File: src/rtl/link_req_framer_pkg.sv
package link_req_framer_pkg;

  localparam int WORD_W = 32;
  localparam logic [5:0] EXT_CMD = 6'h3F;

  typedef struct packed {
    logic [5:0]  cmd;
    logic        wr;
    logic        a64;
    logic [63:0] addr;
  } req_hdr_t;

  function automatic logic [WORD_W-1:0] make_ctrl(
    input logic [5:0] cmd,
    input logic       wr,
    input logic [1:0] sig_m1,
    input logic [5:0] wcnt_m1,
    input logic [7:0] addr_lo
  );
    return {addr_lo, 8'h00, wcnt_m1, sig_m1, 1'b0, wr, cmd};
  endfunction

  function automatic logic [WORD_W-1:0] make_ext(input logic [23:0] addr_hi);
    return {addr_hi, 2'b00, EXT_CMD};
  endfunction

endpackage

File: src/rtl/framer_build.sv
module framer_build
  import link_req_framer_pkg::*;
#(
  parameter int MAX_WORDS = 4,
  parameter int LEN_W     = $clog2(MAX_WORDS * 4),
  parameter int NPKT      = MAX_WORDS + 3,
  parameter int IDX_W     = $clog2(NPKT)
) (
  input  req_hdr_t                    hdr,
  input  logic [LEN_W-1:0]            len_m1,
  input  logic [MAX_WORDS*WORD_W-1:0] wdata,
  output logic [WORD_W-1:0]           pkt [NPKT],
  output logic [IDX_W-1:0]            last_idx
);

  localparam int MAX_BYTES = MAX_WORDS * 4;

  logic [MAX_WORDS*WORD_W-1:0] wmasked;
  logic [WORD_W-1:0]           ctrl_w;
  logic [WORD_W-1:0]           ext_w;
  logic [WORD_W-1:0]           addr_w;
  logic [LEN_W-1:0]            wcnt_m1;

  for (genvar b = 0; b < MAX_BYTES; b++) begin : g_mask
    assign wmasked[b*8 +: 8] = (LEN_W'(b) <= len_m1) ? wdata[b*8 +: 8] : 8'h00;
  end

  assign wcnt_m1 = len_m1 >> 2;
  assign ctrl_w  = make_ctrl(hdr.cmd, hdr.wr, len_m1[1:0], 6'(wcnt_m1), hdr.addr[7:0]);
  assign ext_w   = make_ext(hdr.addr[63:40]);
  assign addr_w  = hdr.addr[39:8];

  always_comb begin
    for (int k = 0; k < NPKT; k++) pkt[k] = '0;
    if (hdr.a64) begin
      pkt[0] = ext_w;
      pkt[1] = ctrl_w;
      pkt[2] = addr_w;
      for (int j = 0; j < MAX_WORDS; j++) pkt[3+j] = wmasked[j*WORD_W +: WORD_W];
    end else begin
      pkt[0] = ctrl_w;
      pkt[1] = addr_w;
      for (int j = 0; j < MAX_WORDS; j++) pkt[2+j] = wmasked[j*WORD_W +: WORD_W];
    end
  end

  always_comb begin
    last_idx = IDX_W'(1) + IDX_W'(hdr.a64);
    if (hdr.wr) last_idx = last_idx + IDX_W'(wcnt_m1) + IDX_W'(1);
  end

endmodule

File: src/rtl/framer_serial.sv
module framer_serial
  import link_req_framer_pkg::*;
#(
  parameter int LINK_W = 8,
  parameter int NPKT   = 7,
  parameter int IDX_W  = $clog2(NPKT)
) (
  input  logic              clk,
  input  logic              rst,
  input  logic              load,
  input  logic [WORD_W-1:0] pkt [NPKT],
  input  logic [IDX_W-1:0]  last_idx,
  output logic              busy,
  output logic              link_valid,
  output logic              link_sop,
  output logic [LINK_W-1:0] link_data
);

  localparam int SLICES = WORD_W / LINK_W;
  localparam int SIDX_W = (SLICES > 1) ? $clog2(SLICES) : 1;

  logic [WORD_W-1:0] words_q [NPKT];
  logic [IDX_W-1:0]  last_q;
  logic [IDX_W-1:0]  widx;
  logic [SIDX_W-1:0] sidx;
  logic [WORD_W-1:0] cur_word;
  logic [LINK_W-1:0] cur_slice;
  logic              word_end;

  assign cur_word  = words_q[widx];
  assign cur_slice = LINK_W'(cur_word >> (int'(sidx) * LINK_W));
  assign word_end  = (sidx == SIDX_W'(SLICES - 1));

  always_ff @(posedge clk) begin
    if (load) begin
      for (int k = 0; k < NPKT; k++) words_q[k] <= pkt[k];
      last_q <= last_idx;
    end
  end

  always_ff @(posedge clk) begin
    if (rst) begin
      busy       <= 1'b0;
      widx       <= '0;
      sidx       <= '0;
      link_valid <= 1'b0;
      link_sop   <= 1'b0;
      link_data  <= '0;
    end else if (load) begin
      busy       <= 1'b1;
      widx       <= '0;
      sidx       <= '0;
      link_valid <= 1'b0;
      link_sop   <= 1'b0;
      link_data  <= '0;
    end else if (busy) begin
      link_valid <= 1'b1;
      link_sop   <= (widx == '0) && (sidx == '0);
      link_data  <= cur_slice;
      if (word_end) begin
        sidx <= '0;
        if (widx == last_q) busy <= 1'b0;
        else                widx <= widx + IDX_W'(1);
      end else begin
        sidx <= sidx + SIDX_W'(1);
      end
    end else begin
      link_valid <= 1'b0;
      link_sop   <= 1'b0;
      link_data  <= '0;
    end
  end

endmodule

File: src/rtl/link_req_framer.sv
module link_req_framer
  import link_req_framer_pkg::*;
#(
  parameter int LINK_W    = 8,
  parameter int MAX_WORDS = 4,
  parameter int LEN_W     = $clog2(MAX_WORDS * 4)
) (
  input  logic                        clk,
  input  logic                        rst,
  input  logic                        req_valid,
  output logic                        req_ready,
  input  logic [5:0]                  req_cmd,
  input  logic                        req_write,
  input  logic                        req_addr64,
  input  logic [63:0]                 req_addr,
  input  logic [LEN_W-1:0]            req_len_m1,
  input  logic [MAX_WORDS*WORD_W-1:0] req_wdata,
  output logic                        link_valid,
  output logic                        link_sop,
  output logic [LINK_W-1:0]           link_data
);

  localparam int NPKT  = MAX_WORDS + 3;
  localparam int IDX_W = $clog2(NPKT);

  req_hdr_t          hdr;
  logic [WORD_W-1:0] pkt [NPKT];
  logic [IDX_W-1:0]  last_idx;
  logic              busy;
  logic              load;

  assign hdr       = '{cmd: req_cmd, wr: req_write, a64: req_addr64, addr: req_addr};
  assign req_ready = !busy;
  assign load      = req_valid && !busy;

  framer_build #(
    .MAX_WORDS (MAX_WORDS),
    .LEN_W     (LEN_W),
    .NPKT      (NPKT),
    .IDX_W     (IDX_W)
  ) u_build (
    .hdr      (hdr),
    .len_m1   (req_len_m1),
    .wdata    (req_wdata),
    .pkt      (pkt),
    .last_idx (last_idx)
  );

  framer_serial #(
    .LINK_W (LINK_W),
    .NPKT   (NPKT),
    .IDX_W  (IDX_W)
  ) u_serial (
    .clk        (clk),
    .rst        (rst),
    .load       (load),
    .pkt        (pkt),
    .last_idx   (last_idx),
    .busy       (busy),
    .link_valid (link_valid),
    .link_sop   (link_sop),
    .link_data  (link_data)
  );

endmodule

File: config.mk
export PLATFORM = sky130hd
export DESIGN_NAME = link_req_framer
export DESIGN_NICKNAME = d
export VERILOG_FILES = /design/src/rtl/link_req_framer_pkg.sv /design/src/rtl/framer_build.sv /design/src/rtl/framer_serial.sv /design/src/rtl/link_req_framer.sv
export SDC_FILE = /design/constraint.sdc
export NUM_CORES = 1
export LEC_CHECK = 0
export BUFFER_PORTS_ARGS = -buffer_cell sky130_fd_sc_hd__buf_2
export CORE_UTILIZATION = 56
export CTS_CLUSTER_SIZE = 8
export DETAILED_ROUTE_END_ITERATION = 7
export GPL_ROUTABILITY_DRIVEN = 0
export GPL_TIMING_DRIVEN = 0
export PLACE_DENSITY = 0.8
export SLEW_MARGIN = 10
export SYNTH_ARGS = -nofsm -noshare
export SYNTH_HDL_FRONTEND = slang
export SYNTH_SLANG_ARGS = --single-unit
export TNS_END_PERCENT = 30
File: constraint.sdc
create_clock -name clk -period 17.8 [get_ports clk]
set_input_delay 1.78 -clock clk [delete_from_list [all_inputs] [get_ports clk]]
set_output_delay 1.78 -clock clk [all_outputs]
set_load 0.01 [all_outputs]
==> summary by stage <==
Route
The detailed router finished its first iteration with 1281 violations. The number of optimization iterations in the first detailed-route pass is 7. The post-route DRC violation count is 0.

The number of antenna-violating nets in the routed design is 0. The total detailed-routing wirelength is between 30000 and 40000 um. The total vias in the final route is 9451. After detailed routing, the average wire length per cell comes to 25.2 um. The vias per cell is between 6 and 7.

Setup path
The classification of the worst setup path is input pin to flip-flop. The critical-path cell with the highest stage delay is clkbuf_1. Traced cell by cell, the critical path runs through buf_2 -> buf_2 -> clkbuf_1 -> clkbuf_1 -> o21ai_0. The number of cells on the worst reg-to-reg path is 6. The minimum setup slack among reg-to-reg paths is 15.38 ns.

The arrival time of the worst setup path is about 3.6 ns. STA classifies the critical path endpoint as a flip-flop. The element type at the critical path start is an input pin. The endpoint of the lowest-slack register-to-register path is u_serial.link_data[5]. The required time of the critical path is ~18 ns.

The delay of the slowest cell on the worst path is ~0.67 ns. The biggest fanout along the worst timing path is 10. The buffering stage count on the worst path with inverters included is 4. Among cell families on the critical path, the largest total delay comes from buffers and inverters.

Clock network
The number of hold buffers added after CTS was 0. The number of buffers inserted by post-CTS setup repair is 0. The maximum level of the CTS H-tree is 2. After clock tree synthesis, the clock-pin slew on the worst setup and hold paths is 0.05 ns. The count of cells resized by post-cts repair is 0.

The count of clock tree sinks is ~250. The maximum buffer depth of the clock tree is 3. In this run the clock root is driven by a clkbuf_16. The source-to-sink clock delay at the later pin of the worst-skew pair is 0.50 ns.

The number of buffers created by CTS is 36. The CTS tree is done.

Global routing
The total routing resource utilization after global routing is about a third. The global-route wire length before repair is between 50000 and 60000 um. The pin count of the biggest net entering global routing is 35. The via count of the first global-routing pass came to roughly 9300.

The initial antenna violation count is 4. For this run the aggregate overflow at the end of global routing stands at 0.

Cells and area
From synthesis to final layout, the design area changed by 21.3%. The layout has 1519 filler cells. The most common cell after layout, fill and taps aside is buf_2. At the end of the flow the core is filled with cells to between 60% and 70%. The library cells used most frequently in the layout, excluding fill and tap cells, are 240 x buf_2, 226 x edfxtp_1, 84 x a22o_1. In the final design database the tool counted between 1000 and 1500 nets. The proportion of layout cells with a drive suffix above 1 is about a third. The final non-filler cell area is approximately 15000 um^2.

Synth
The post-synthesis instance total is roughly 910. The total nets after synthesis is between 1000 and 1500. The proportion of register bits with asynchronous set or reset after synthesis is 0%. The synthesized design contains between 200 and 250 enable-type register cells. The Yosys warning count is 0. The post-synthesis sequential area ratio is between 50% and 60%. The average instance area after synthesis is 13.4 um^2. The netlist uses 52 different library cells. For this run, the leading register cell type out of synthesis is edfxtp_1. The total of flip-flops plus latches after synthesis is ~250. The cell area that synthesis handed to floorplanning was about 12000 um^2.

Floorplan
During I/O placement, the number of pins put on the boundary was 218. The die is around 150 um wide. The overall die height is approximately 150 um. The die covers between 20000 and 25000 um^2. The effective utilization at floorplan is a little under three fifths. The initialized floorplan defines 53 standard-cell rows. The placeable core region is 21200 um^2.

Power and ir drop
The leakage power summed over all cells is 5.90 nW. For this design the ratio of total power to cell area is roughly 98 nW/um^2. The largest vdd supply drop is between 70 and 80 uV.

STA
The final clock period utilization by the worst path is about a fifth. Derived from the worst setup path, the maximum achievable clock frequency is between 200 and 300 MHz. Summed over all failing endpoints, the final setup total negative slack is 0 ns. The worst hold slack across all endpoints is between 0.5 and 0.6 ns. Setup violations remaining at the end of the flow were counted as 0.

The worst max-slew margin expressed relative to the limit is between 15 and 20%. For the pin with the worst max-slew slack, the measured transition is 1.25 ns. The largest clock skew in the final design is between 0.01 and 0.015 ns. The routed design could run at a clock period as short as 3.40 ns. The final max-slew violation count was 0. The number of hold violations in the final report was 0. Setup repair after global routing left no endpoint under its margin.

Placement
The half-perimeter wire length of the detailed placement result is ~26000 um. Buffers placed on the I/O ports in this run total approximately 210. The standard cell area after detailed placement is around 14000 um^2.

Flow run
Max-cap violations in this run came to 0.

Worst hold path
In this run the worst hold path is classified as flip-flop to flip-flop. The hold-critical path depth is 1. The path with the worst hold slack has its endpoint at u_serial.link_sop. The startpoint identified for the worst hold timing path is u_serial.widx[2].

Outcome
The flow ran to the end, and the final reports show no timing, DRC or antenna violations.
-- report_power, final --
group / internal [mW] / switching [mW] / total [mW]
clock network: 0.386 / 0.238 / 0.623
logic: 0.0635 / 0.0881 / 0.152
registers: 0.672 / 0.00952 / 0.682
total: 1.12 / 0.335 / 1.46
-- sequential cells by signal, summed over array words and instances, names as in the netlist, named ones only --
signal and cells:
u_serial.link_valid 1, u_serial.sidx 2, u_serial.link_data 8, u_serial.words_q 223
u_serial.last_q 3, u_serial.widx 3, u_serial.link_sop 1, u_serial.busy 1
-- per-stage QoR --
stage                     power (mW)  worst slack (ns)  std cells
after floorplan                0.777              4.92        913
final                           1.46             14.40       1474
after detailed placement       0.839             13.99       1409
after CTS                       1.45             14.49       1473
after global routing            1.49             14.43       1473
after global placement         0.844             0.913       1402
-- synth_stat cells, drive strengths merged, types with 3 or more instances --
cell | n | area share, %
edfxtp | 226 | 56
a22o | 84 | 6.0
nor2 | 70 | 2.2
nand2 | 65 | 2.0
mux2 | 47 | 4.6
and2 | 38 | 1.9
buf | 38 | 2.0
mux2i | 37 | 3.0
o21ai | 36 | 1.5
mux4 | 31 | 5.7
a22oi | 30 | 1.8
clkbuf | 26 | 0.80
dfxtp | 19 | 3.1
nor2b | 19 | 0.97
nand3 | 16 | 0.66
o211a | 16 | 1.3
o211ai | 14 | 0.94
nand2b | 13 | 0.67
a21oi | 12 | 0.49
inv | 10 | 0.31
or2 | 9 | 0.46
and3 | 8 | 0.41
o22ai | 8 | 0.41
nor3 | 6 | 0.25
ha | 5 | 0.51
a21o | 4 | 0.25
xor2 | 4 | 0.29
a211oi | 3 | 0.18
a32o | 3 | 0.25
-- metal layers --
metal	routed length [um]	vias to the layer above	track usage [%]
met1	13100	4485	41.9
met2	17500	727	54.9
li1	-	4077	-
met5	26	-	0
met4	1890	4	16.9
met3	4660	158	8.45
-- worst max-delay path by stage --
stage                from                 endpoint  slack, ns  depth (start not counted)
3_3_place_gp    req_valid                flip-flop       0.91                          5
6_report       req_addr64   u_serial.words_q[3][5]      14.40                          5
5_1_grt        req_addr64  u_serial.words_q[1][11]      14.43                          5
2_1_floorplan   req_valid                flip-flop       4.92                          4
3_5_place_dp   req_addr64   u_serial.words_q[3][5]      13.99                          5
4_1_cts        req_addr64   u_serial.words_q[3][1]      14.49                          5
-- worst reg2reg max path, cell delays in order (launching register included) --
cell and delay (ns):
dfxtp_1 0.30, buf_2 0.23, buf_2 0.32, buf_1 0.60, o211a_1 0.26, o21ai_0 0.22, a32o_1 0.36
-- kinds of logic after synthesis --
logic type | share of synthesized area (%)
buffers and inverters | 3.17
AOI/OAI and AO/OA | 13.7
adders and majority gates | 0.676
xor gates and xnor gates | 0.359
DFF | 58.7
muxes | 13.4
and+or+nand+nor | 10.0
-- final cells by class --
class                           count  area [um^2]  area share (%)
Sequential cell                   245         7170            48.4
Multi-Input combinational cell    592         4670            31.5
Timing Repair Buffer              221         1220            8.22
Clock buffer                       63         1020            6.91
Tap cell                          275          344            2.32
Buffer                             64          342            2.31
Inverter                           12         45.0           0.304
Clock inverter                      1         5.00          0.0338
Antenna cell                        1         2.50          0.0169
Note: power is estimated with default switching activity, not from simulation.
